File: src/rtl/pps_pkg.sv
package pps_pkg;

  // Number of rails in the power chain; the order is part of the behaviour.
  localparam int unsigned NSTAGE = 5;
  localparam int unsigned LVL_W  = $clog2(NSTAGE + 1);

  typedef enum logic [2:0] {
    SEQ_IDLE,
    SEQ_UP,
    SEQ_SETTLE,
    SEQ_ON,
    SEQ_DOWN
  } seq_state_t;

  // Clock cycles per millisecond tick, never below one.
  function automatic int unsigned ms_divisor(int unsigned clk_hz, int unsigned tick_hz);
    int unsigned q;
    q = clk_hz / tick_hz;
    return (q < 1) ? 1 : q;
  endfunction

  // Rails that are on for a given level: the lowest 'lvl' bits set.
  function automatic logic [NSTAGE-1:0] rail_therm(logic [LVL_W-1:0] lvl);
    logic [NSTAGE-1:0] r;
    for (int i = 0; i < NSTAGE; i++) r[i] = (LVL_W'(i) < lvl);
    return r;
  endfunction

endpackage

File: src/rtl/pps_tick_gen.sv
module pps_tick_gen #(
  parameter int unsigned DIV = 1000
) (
  input  logic clk,
  input  logic rst_n,
  input  logic clr,
  output logic tick
);
  localparam int unsigned PW = (DIV > 1) ? $clog2(DIV) : 1;

  logic [PW-1:0] pre_q;

  assign tick = (pre_q == PW'(DIV - 1));

  always_ff @(posedge clk or negedge rst_n) begin
    if (!rst_n)           pre_q <= '0;
    else if (clr || tick) pre_q <= '0;
    else                  pre_q <= pre_q + 1'b1;
  end
endmodule

File: src/rtl/pps_delay_cnt.sv
module pps_delay_cnt #(
  parameter int unsigned W = 12
) (
  input  logic         clk,
  input  logic         rst_n,
  input  logic         clr,
  input  logic         run,
  input  logic         tick,
  input  logic [W-1:0] limit,
  output logic         expire,
  output logic [W-1:0] cnt_q
);
  // Gap g expires on the (g+1)-th tick after a clear.
  assign expire = run && tick && !clr && (cnt_q == limit);

  always_ff @(posedge clk or negedge rst_n) begin
    if (!rst_n)               cnt_q <= '0;
    else if (clr || expire)   cnt_q <= '0;
    else if (run && tick)     cnt_q <= cnt_q + 1'b1;
  end
endmodule

File: src/rtl/pps_seq_ctrl.sv
module pps_seq_ctrl
  import pps_pkg::*;
(
  input  logic             clk,
  input  logic             rst_n,
  input  logic             on_req,
  input  logic             off_req,
  input  logic             tick,
  input  logic             expire,
  output seq_state_t       state_q,
  output logic [LVL_W-1:0] idx_q,
  output logic [LVL_W-1:0] level_q,
  output logic             accept,
  output logic             take_on,
  output logic             run
);
  localparam logic [LVL_W-1:0] LAST = LVL_W'(NSTAGE - 1);

  logic take_off;

  assign take_on  = (state_q == SEQ_IDLE) && on_req && !off_req;
  assign take_off = off_req && ((state_q == SEQ_UP) || (state_q == SEQ_SETTLE) ||
                                (state_q == SEQ_ON));
  assign accept   = take_on || take_off;
  assign run      = (state_q == SEQ_UP) || (state_q == SEQ_DOWN);

  always_ff @(posedge clk or negedge rst_n) begin
    if (!rst_n) begin
      state_q <= SEQ_IDLE;
      idx_q   <= '0;
      level_q <= '0;
    end else if (take_off) begin
      // Unwind from the highest rail raised so far.
      if (level_q == '0) begin
        state_q <= SEQ_IDLE;
        idx_q   <= '0;
      end else begin
        state_q <= SEQ_DOWN;
        level_q <= level_q - 1'b1;
        idx_q   <= level_q - 1'b1;
      end
    end else begin
      unique case (state_q)
        SEQ_IDLE: if (take_on) begin
          state_q <= SEQ_UP;
          idx_q   <= '0;
        end
        SEQ_UP: if (expire) begin
          level_q <= level_q + 1'b1;
          if (idx_q == LAST) state_q <= SEQ_SETTLE;
          else               idx_q   <= idx_q + 1'b1;
        end
        SEQ_SETTLE: if (tick) state_q <= SEQ_ON;
        SEQ_ON: ;
        SEQ_DOWN: if (expire) begin
          if (idx_q == '0) begin
            state_q <= SEQ_IDLE;
          end else begin
            level_q <= level_q - 1'b1;
            idx_q   <= idx_q - 1'b1;
          end
        end
        default: state_q <= SEQ_IDLE;
      endcase
    end
  end
endmodule

File: src/rtl/panel_pwr_seq.sv
module panel_pwr_seq
  import pps_pkg::*;
#(
  parameter int unsigned CLK_HZ  = 50_000_000,
  parameter int unsigned TICK_HZ = 1000,
  parameter int unsigned DLY_W   = 12
) (
  input  logic             clk,
  input  logic             rst_n,
  input  logic             pwr_on_req,
  input  logic             pwr_off_req,
  input  logic [DLY_W-1:0] gap_supply_ms,
  input  logic [DLY_W-1:0] gap_data_ms,
  input  logic [DLY_W-1:0] gap_lamp_ms,
  input  logic [DLY_W-1:0] gap_pwm_ms,
  input  logic [DLY_W-1:0] gap_on_ms,
  output logic             lcd_supply_en,
  output logic             pix_data_en,
  output logic             lamp_supply_en,
  output logic             lamp_pwm_en,
  output logic             lamp_on,
  output logic             link_pd,
  output logic             seq_ready,
  output logic             seq_idle
);
  localparam int unsigned DIV = ms_divisor(CLK_HZ, TICK_HZ);

  // Named internal events, brought out for the checker.
  logic                    tick_w;
  logic                    expire_w;
  logic                    accept_w;
  logic                    take_on_w;
  logic                    run_w;
  seq_state_t              state_w;
  logic [LVL_W-1:0]        idx_w;
  logic [LVL_W-1:0]        level_w;
  logic [DLY_W-1:0]        limit_w;
  logic [DLY_W-1:0]        cnt_w;
  logic [NSTAGE-1:0]       rails_w;
  logic [DLY_W-1:0]        gap_in [NSTAGE];
  logic [DLY_W-1:0]        gap_q  [NSTAGE];
  logic [NSTAGE*DLY_W-1:0] gap_flat;

  assign gap_in[0] = gap_supply_ms;
  assign gap_in[1] = gap_data_ms;
  assign gap_in[2] = gap_lamp_ms;
  assign gap_in[3] = gap_pwm_ms;
  assign gap_in[4] = gap_on_ms;

  // Gaps captured once, on the accepting edge of a power-on request.
  always_ff @(posedge clk or negedge rst_n) begin
    if (!rst_n) begin
      for (int i = 0; i < NSTAGE; i++) gap_q[i] <= '0;
    end else if (take_on_w) begin
      for (int i = 0; i < NSTAGE; i++) gap_q[i] <= gap_in[i];
    end
  end

  generate
    for (genvar g = 0; g < NSTAGE; g++) begin : g_flat
      assign gap_flat[g*DLY_W +: DLY_W] = gap_q[g];
    end
  endgenerate

  always_comb begin
    limit_w = '0;
    for (int i = 0; i < NSTAGE; i++)
      if (idx_w == LVL_W'(i)) limit_w = gap_q[i];
  end

  pps_tick_gen #(.DIV(DIV)) u_tick (
    .clk   (clk),
    .rst_n (rst_n),
    .clr   (accept_w),
    .tick  (tick_w)
  );

  pps_delay_cnt #(.W(DLY_W)) u_cnt (
    .clk    (clk),
    .rst_n  (rst_n),
    .clr    (accept_w),
    .run    (run_w),
    .tick   (tick_w),
    .limit  (limit_w),
    .expire (expire_w),
    .cnt_q  (cnt_w)
  );

  pps_seq_ctrl u_ctrl (
    .clk     (clk),
    .rst_n   (rst_n),
    .on_req  (pwr_on_req),
    .off_req (pwr_off_req),
    .tick    (tick_w),
    .expire  (expire_w),
    .state_q (state_w),
    .idx_q   (idx_w),
    .level_q (level_w),
    .accept  (accept_w),
    .take_on (take_on_w),
    .run     (run_w)
  );

  assign rails_w        = rail_therm(level_w);
  assign lcd_supply_en  = rails_w[0];
  assign pix_data_en    = rails_w[1];
  assign lamp_supply_en = rails_w[2];
  assign lamp_pwm_en    = rails_w[3];
  assign lamp_on        = rails_w[4];
  assign link_pd        = ~rails_w[1];
  assign seq_ready      = (state_w == SEQ_ON);
  assign seq_idle       = (state_w == SEQ_IDLE);
endmodule

File: config.mk
export PLATFORM = sky130hd
export DESIGN_NAME = panel_pwr_seq
export DESIGN_NICKNAME = d
export VERILOG_FILES = /design/src/rtl/pps_pkg.sv /design/src/rtl/pps_tick_gen.sv /design/src/rtl/pps_delay_cnt.sv /design/src/rtl/pps_seq_ctrl.sv /design/src/rtl/panel_pwr_seq.sv
export SDC_FILE = /design/constraint.sdc
export NUM_CORES = 1
export LEC_CHECK = 0
export CAP_MARGIN = 25
export CORE_ASPECT_RATIO = 1.4
export CORE_MARGIN = 2
export CORE_UTILIZATION = 25
export DETAILED_ROUTE_END_ITERATION = 12
export SYNTH_ARGS = -nofsm -noshare
export SYNTH_HDL_FRONTEND = slang
export SYNTH_SLANG_ARGS = --single-unit
File: constraint.sdc
create_clock -name clk -period 3.2 [get_ports clk]
set_input_delay 0.8 -clock clk [delete_from_list [all_inputs] [get_ports clk]]
set_output_delay 0.8 -clock clk [all_outputs]
set_load 0.005 [all_outputs]
==> impl_results.md, run 1 <==
* Post-route ant nets at 0
* Site Rows at 62
* Area leader, netlist: dfrtp_1
* Critical path required time at 3460 ps
* Unrepaired setup endpoints after global routing: true
* Std-Cell Core Area at 20600 um2
* Gp weighted congestion at 0.852
* Number of global-route vias before repair at 4179
* DR WL/cell at 16.0 um
* Via-to-Cell Ratio at 4.78
* Clock sinks at 97
* Max-slew headroom at 59.4%
* Drt total wl at 13600 um
* Synthesis-to-finish area growth at 32.6%
* RR Startpoint: u_tick.pre_q[4]
* Period utilization at 98.9%
* Finished Cell Area at 7000 um2
* Post-route insts no fill at 851
* CTS buffer count at 9
* Asr flop ratio synth at 100%
* DP Area at 6480 um2
* Setup Viol. Count Final at 0
* Synth area leaders: dfrtp_1 (46%), mux2_2 (13%), xnor2_1 (3.0%), nor2_1 (2.8%), ha_1 (2.6%)
* Max VDD drop at 0.000295 V
* Post-synth cell types at 57
* Max-Cap Viols at 0
* GRT Resource Usage Total at 12.4%
* Placed cell count at 828
* Hold Crit Class: primary input to async pin
* DR iter-0 viols at 223
* Hold-fix buffers at CTS at 0
* Max Slew Vio Count at 0
* Initial antenna violation count at 0
* Largest net degree at the start of global routing at 62
* # nets final at 666
* Total of warnings raised by yosys at 0
* FILL cells at 2079
* Slew @ Worst Pin at 604 ps
* Clock skew at 7.34 ps
* Via count at 4072
* Overall Power at 5.46 mW
* Worst Setup Start Kind: flop
* CP Cell Sequence: or4_1 > or4_4 > and4b_1 > o221ai_2 > or4_4 > buf_8 > a211oi_2 > xor2_1
* CP startpoint: u_tick.pre_q[4]
* Post-Syn Instances at 499
* Fin. Hold Viols at 0
* Global-route wire length before repair at 22000 um
* Worst-path clk slew at 70 ps
* Post-synth top cells: dfrtp_1 (97), mux2_2 (61), nor2_1 (40), nand2_1 (26), inv_1 (23)
* Die height at 176 um
* Post-Syn Area at 5280 um2
* Pwr Density at 781 nW/um2
* Syn_area_per_cell at 10.6 um2
* Lkg Pwr at 2.86 nW
* Full die area at 22300 um2
* Antenna Cells at 0
* Shortest period the worst path allows at 3160 ps
* Clock Tree Buf Depth at 2
* Gr ovfl total at 0
* Critical path peak fanout at 8
* Top-count cell post-synth: dfrtp_1
* Outcome: completed
* Fmax at 0.316 GHz
* Layout cells sized above 1 at 23.9%
* Port bufs at 71
* Post-Syn Nets at 574
* Slowest CP cell: or4_4
* Yosys top cell area share at 46.0%
* Chip Width at 127 um
* #FFs+latches synth at 97
* CTS H-Tree Depth at 3
* Detailed-router iteration count before antenna repair at 4
* Crit path DAT at 3430 ps
* Starting Density at 25.6%
* Final HPWL DP at 9790 um
* Drt drc at 0
* Buffers & Inverters on Critical Path at 1
* CP dominant cell by count: or4_4
* Max incr delay on CP at 590 ps
* Post-synth EDFFs at 0
* Synth Flop Type: dfrtp_1
* Root Buffer Master: clkbuf_16
* Worst path top cell family by delay: simple AND/OR/NAND/NOR gates
* Seq/Total Area, Yosys at 46.0%
* Crit Path Category: flop to flop
* CP endpoint kind: flop
* Io pins at 72
* Worst-Skew Late Latency at 340 ps
* CTS tree: done
## logic make-up after synthesis
group	count (synthesis)	share of synthesized area, %
flip-flops	97	46.0
multiplexers	66	14.0
adder cells (fa/ha/maj)	11	2.61
buffers and inverters	49	3.65
AND/OR/NAND/NOR	158	15.7
AO/OA/AOI/OAI	91	13.5
XOR/XNOR	27	4.48
## layout by cell type (no fill, tap or decap), drive strengths merged, types with 3 or more instances in the layout
master,count
and2,3
a211oi,6
a31oi,4
a21oi,20
nand4,10
xnor2,18
nor2,40
clkdlybuf4s50,69
a31o,3
ha,11
o21ai,10
and3,12
mux2i,4
a21o,7
clkbuf,12
dfrtp,97
or4,3
nor2b,5
a2111oi,3
buf,36
nand3,22
a22o,5
or3,5
nand2,26
a221o,5
nor3,5
nand3b,18
o211ai,5
xor2,9
inv,23
a2111o,5
mux2,62
## power by group
| group | leakage [nW] | internal (mW) | switching (mW) |
|---|---|---|---|
| clock network | 0.146 | 0.626 | 0.461 |
| registers | 1.20 | 1.67 | 0.306 |
| logic | 1.52 | 1.30 | 1.10 |
| total | 2.86 | 3.60 | 1.87 |
## per-stage QoR
stage	utilization [%]	hold WS, ps	setup WS, ps	setup TNS (ps)
2_1_floorplan	-	425	18.7	0
3_3_place_gp	31.4	443	-390	-7450
3_5_place_dp	31.4	444	-457	-8620
4_1_cts	32.9	445	14.4	0
5_1_grt	33.9	470	-21.5	-21.5
6_report	33.9	431	35.3	0
## path summary, 6_finish.rpt
path                                          end  slack [ps]  depth (start not counted)
worst max-delay path            u_ctrl.level_q[2]          40                          8
worst min-delay path                 gap_flat[22]         430                          1
worst max register to register  u_ctrl.level_q[2]          40                          8
worst min register to register    u_tick.pre_q[0]         450                          1
max in group asynchronous             gap_flat[8]        2030                          2
min in group clk                  u_tick.pre_q[0]         450                          1
## worst register-to-register path, stage by stage (launching register included)
cell and delay, ps:
dfrtp_2 440, or4_1 510, or4_4 550, and4b_1 310
o221ai_2 110, or4_4 590, buf_8 170, a211oi_2 230
xor2_1 170
## state kept, by name (all words and copies together) (netlist names)
signal	count
gap_flat	60
u_cnt.cnt_q	12
u_ctrl.idx_q	3
u_ctrl.level_q	3
u_ctrl.state_q	3
u_tick.pre_q	16
## per-layer routing
metal  GRT usage, %  share of wire (%)  up-vias
met5              0                  0        -
met4           3.25                1.0        0
met3           2.47                4.1        7
met2           20.5                 49       80
met1           16.6                 45     2002
li1               -                  -     1983
## repair_timing
action,4_1_cts,5_1_grt
buffers inserted,0,6
setup endpoints to repair,21,21
resized for setup,5,31
pin swaps,0,12
gates cloned,0,2
## area by class of cell
class                   count  area [um2]  area share [%]
clock inverters             4        52.6           0.751
multi-input cells         353        2780            39.7
clock buffers              11         243            3.47
repair buffers            107        1080            15.5
inverters                  23        92.6            1.32
well taps                 256         320            4.58
flip-flops and latches     97        2430            34.7
No activity file was read; power rests on OpenSTA's default activity.
==> run 2: changes to the inputs <==
--- a/config.mk
+++ b/config.mk
@@ -6,9 +6,9 @@
 export NUM_CORES = 1
 export LEC_CHECK = 0
 export CAP_MARGIN = 25
-export CORE_ASPECT_RATIO = 1.4
 export CORE_MARGIN = 2
 export CORE_UTILIZATION = 25
+export CTS_CLUSTER_DIAMETER = 50
 export DETAILED_ROUTE_END_ITERATION = 12
 export SYNTH_ARGS = -nofsm -noshare
 export SYNTH_HDL_FRONTEND = slang
==> run 2 against run 1 <==
Net effect:
- largest cell class unchanged
- combinational power shrank 4%
- clock power is essentially flat
- die area is essentially flat
- setup slack gained 34 ps
- register-to-register slack gained 30 ps
- critical path type unchanged
- largest power group unchanged
- sequential power is essentially flat
==> impl_results.md, run 2 (synthesis results as in run 1) <==
* Max incr delay on CP at 600 ps (about the same)
* Unrepaired setup endpoints after global routing: true
* Clock sinks at 97 (unchanged)
* Max Slew Vio Count at 0 (unchanged)
* Worst-path clk slew at 70 ps (about the same)
* CP startpoint: u_ctrl.idx_q[0]
* Finished Cell Area at 6950 um2 (-0.72%)
* Initial antenna violation count at 0 (unchanged)
* DR WL/cell at 15.6 um (-2.2%)
* Hold-fix buffers at CTS at 0 (unchanged)
* R2r endpoint: u_ctrl.idx_q[1]
* Hold Path End: u_tick.pre_q[0]
* Switch share at 34.2% (about the same)
* Clock Tree Buf Depth at 2 (unchanged)
* Critical path peak fanout at 5 (-3)
* Crit path DAT at 3370 ps (-60 ps)
* Buffers & Inverters on Critical Path at 0 (-1)
* Synthesis-to-finish area growth at 31.6%
* CTS tree: done
* Die height at 149 um (-15%)
* Slew @ Worst Pin at 701 ps (+96.8 ps)
* Leading cell type in the layout, fill and taps excluded: dfrtp_1
* Register-to-Register Path Depth at 9 (+1)
* Global-route wire length before repair at 21600 um (-1.8%)
* Detailed-router iteration count before antenna repair at 4 (unchanged)
* Outcome: completed
* DP Area at 6480 um2 (about the same)
* CTS H-Tree Depth at 3 (unchanged)
* Post-route ant nets at 0 (unchanged)
* Hold_sp: u_tick.pre_q[0]
* Lkg Pwr at 2.80 nW (-2.0%)
* Critical path required time at 3440 ps (-20 ps)
* Worst path top cell family by delay: compound AO/OA/AOI/OAI gates
* Max VDD drop at 0.000271 V (-8.1%)
* Hold Crit Class: flop to flop
* Final HPWL DP at 9420 um (-3.7%)
* Sw power at 1.84 mW (-1.6%)
* Root Buffer Master: clkbuf_16
* Number of flip-flops in the largest register at 60 (unchanged)
* Pwr Density at 775 nW/um2 (-0.80%)
* CP endpoint kind: flop
* Via-to-Cell Ratio at 4.61 (-3.6%)
* Hold Path Stages at 1
* Fin util at 33.3% (-0.65 points)
* Fmax at 0.319 GHz (+1.1%)
* Chip Width at 149 um (+18%)
* GRT Resource Usage Total at 12.4% (+0.034 points)
* Starting Density at 25.3% (-0.31 points)
* Internal power at 3.54 mW (-1.5%)
* CTS buffer count at 9 (unchanged)
* Number of global-route vias before repair at 4065 (-2.7%)
* Crit Path Category: flop to flop
* Worst Setup Start Kind: flop
* Gp weighted congestion at 0.821 (-3.6%)
* Clock Power Share at 20.6% (+0.7 points)
* Max-slew headroom at 52.9% (-6.5 points)
* Comb power frac at 42.7% (-1.2 points)
* Clock skew at 6.13 ps (-1.21 ps)
* CP dominant cell by count: ha_4
* Full die area at 22300 um2 (about the same)
* Drt total wl at 13400 um (-1.1%)
* Gr ovfl total at 0 (unchanged)
* Via count at 3972 (-2.5%)
* Worst-Skew Late Latency at 350 ps (about the same)
* Std-Cell Core Area at 20900 um2 (+1.2%)
* CP Cell Sequence: ha_4 > ha_4 > or2_4 > a221o_1 > a2111oi_4 > o221ai_2 > or4_4 > a21boi_4 > mux2_4
* Drt drc at 0 (unchanged)
* Max-Cap Viols at 0 (unchanged)
* Largest net degree at the start of global routing at 98 (+58%)
* Most frequent cells in the layout: dfrtp_1 (95), clkdlybuf4s50_1 (69), mux2_2 (61)
* DR iter-0 viols at 252 (+13%)
* Period utilization at 97.8% (-1.1 points)
* Reg2Reg Setup Slack at 70 ps (+30 ps)
* Layout cells sized above 1 at 22.0% (-1.9 points)
* Fin. Hold Viols at 0 (unchanged)
* RR Startpoint: u_ctrl.idx_q[0]
* Antenna Cells at 0 (unchanged)
* Shortest period the worst path allows at 3130 ps (-34.5 ps)
* Slowest CP cell: or4_4
* Setup Viol. Count Final at 0 (unchanged)
* Io pins at 72 (unchanged)
* Port bufs at 71 (unchanged)
* Part of the power in registers at 36.7% (+0.5 points)
* # nets final at 656 (-1.5%)
* Site Rows at 53 (-15%)
[run 2: cell count changes in the layout (fill, tap and decap cells not counted), sizes merged]
cell,change
clkbuf,+1
clkinv,+1
buf,-10
clkinvlp,-1
[run 2: repair_timing]
item / in CTS / in global routing
gates resized for setup: 5 / 24
setup buffers: 0 / 1
endpoints found under the setup margin: 21 / 9
pin swaps: 0 / 11
cloned: 0 / 1
[run 2: worst max-delay path by stage]
stage / to / cells past startpoint
2_1_floorplan: u_ctrl.idx_q[1] / 11
3_5_place_dp: u_ctrl.level_q[1] / 9
6_report: u_ctrl.idx_q[1] / 9
4_1_cts: u_ctrl.level_q[1] / 11
3_3_place_gp: u_ctrl.level_q[1] / 9
5_1_grt: u_ctrl.level_q[2] / 10
[run 2: layout make-up]
cell class	count	area [um2]
timing repair buffer	97	1010
clock buffer	12	246
fill	2136	13900
clock inverter	4	52.6
inverter	23	91.3
multi-input combinational	353	2780
tap	275	344
sequential	97	2430
[run 2: routing by layer]
layer / share of wire [%] / vias up / GRT usage (%)
li1: - / 1958 / -
met1: 49 / 1920 / 17.5
met2: 44 / 78 / 18.8
met3: 4.8 / 16 / 2.81
met4: 1.6 / 0 / 4.05
met5: 0 / - / 0
[run 2: worst reg2reg max path, stage by stage (launching register included)]
cell and delay, ps:
dfrtp_2 470, ha_4 190, ha_4 150, or2_4 280, a221o_1 360, a2111oi_4 350, o221ai_2 130, or4_4 600
a21boi_4 170, mux2_4 310
[run 2: per-stage QoR]
stage	setup slack (ps)	setup TNS [ps]	instances	power [mW]	hold WS (ps)
after floorplan	18.7	0	499	3.32	425
after global placement	-407	-5680	843	4.11	447
after detailed placement	-606	-9690	843	4.14	457
after CTS	3.99	0	859	5.28	466
after global routing	-6.68	-6.68	861	5.75	494
final	69.7	0	861	5.38	459
[run 2: power by group through the flow]
stage | clock network (mW) | registers (mW) | logic, mW
2_1_floorplan | 0 | 1.86 | 1.45
6_report | 1.11 | 1.98 | 2.30
3_3_place_gp | 0 | 1.97 | 2.14
4_1_cts | 1.14 | 1.96 | 2.18
3_5_place_dp | 0 | 1.98 | 2.15
5_1_grt | 1.19 | 2.03 | 2.53
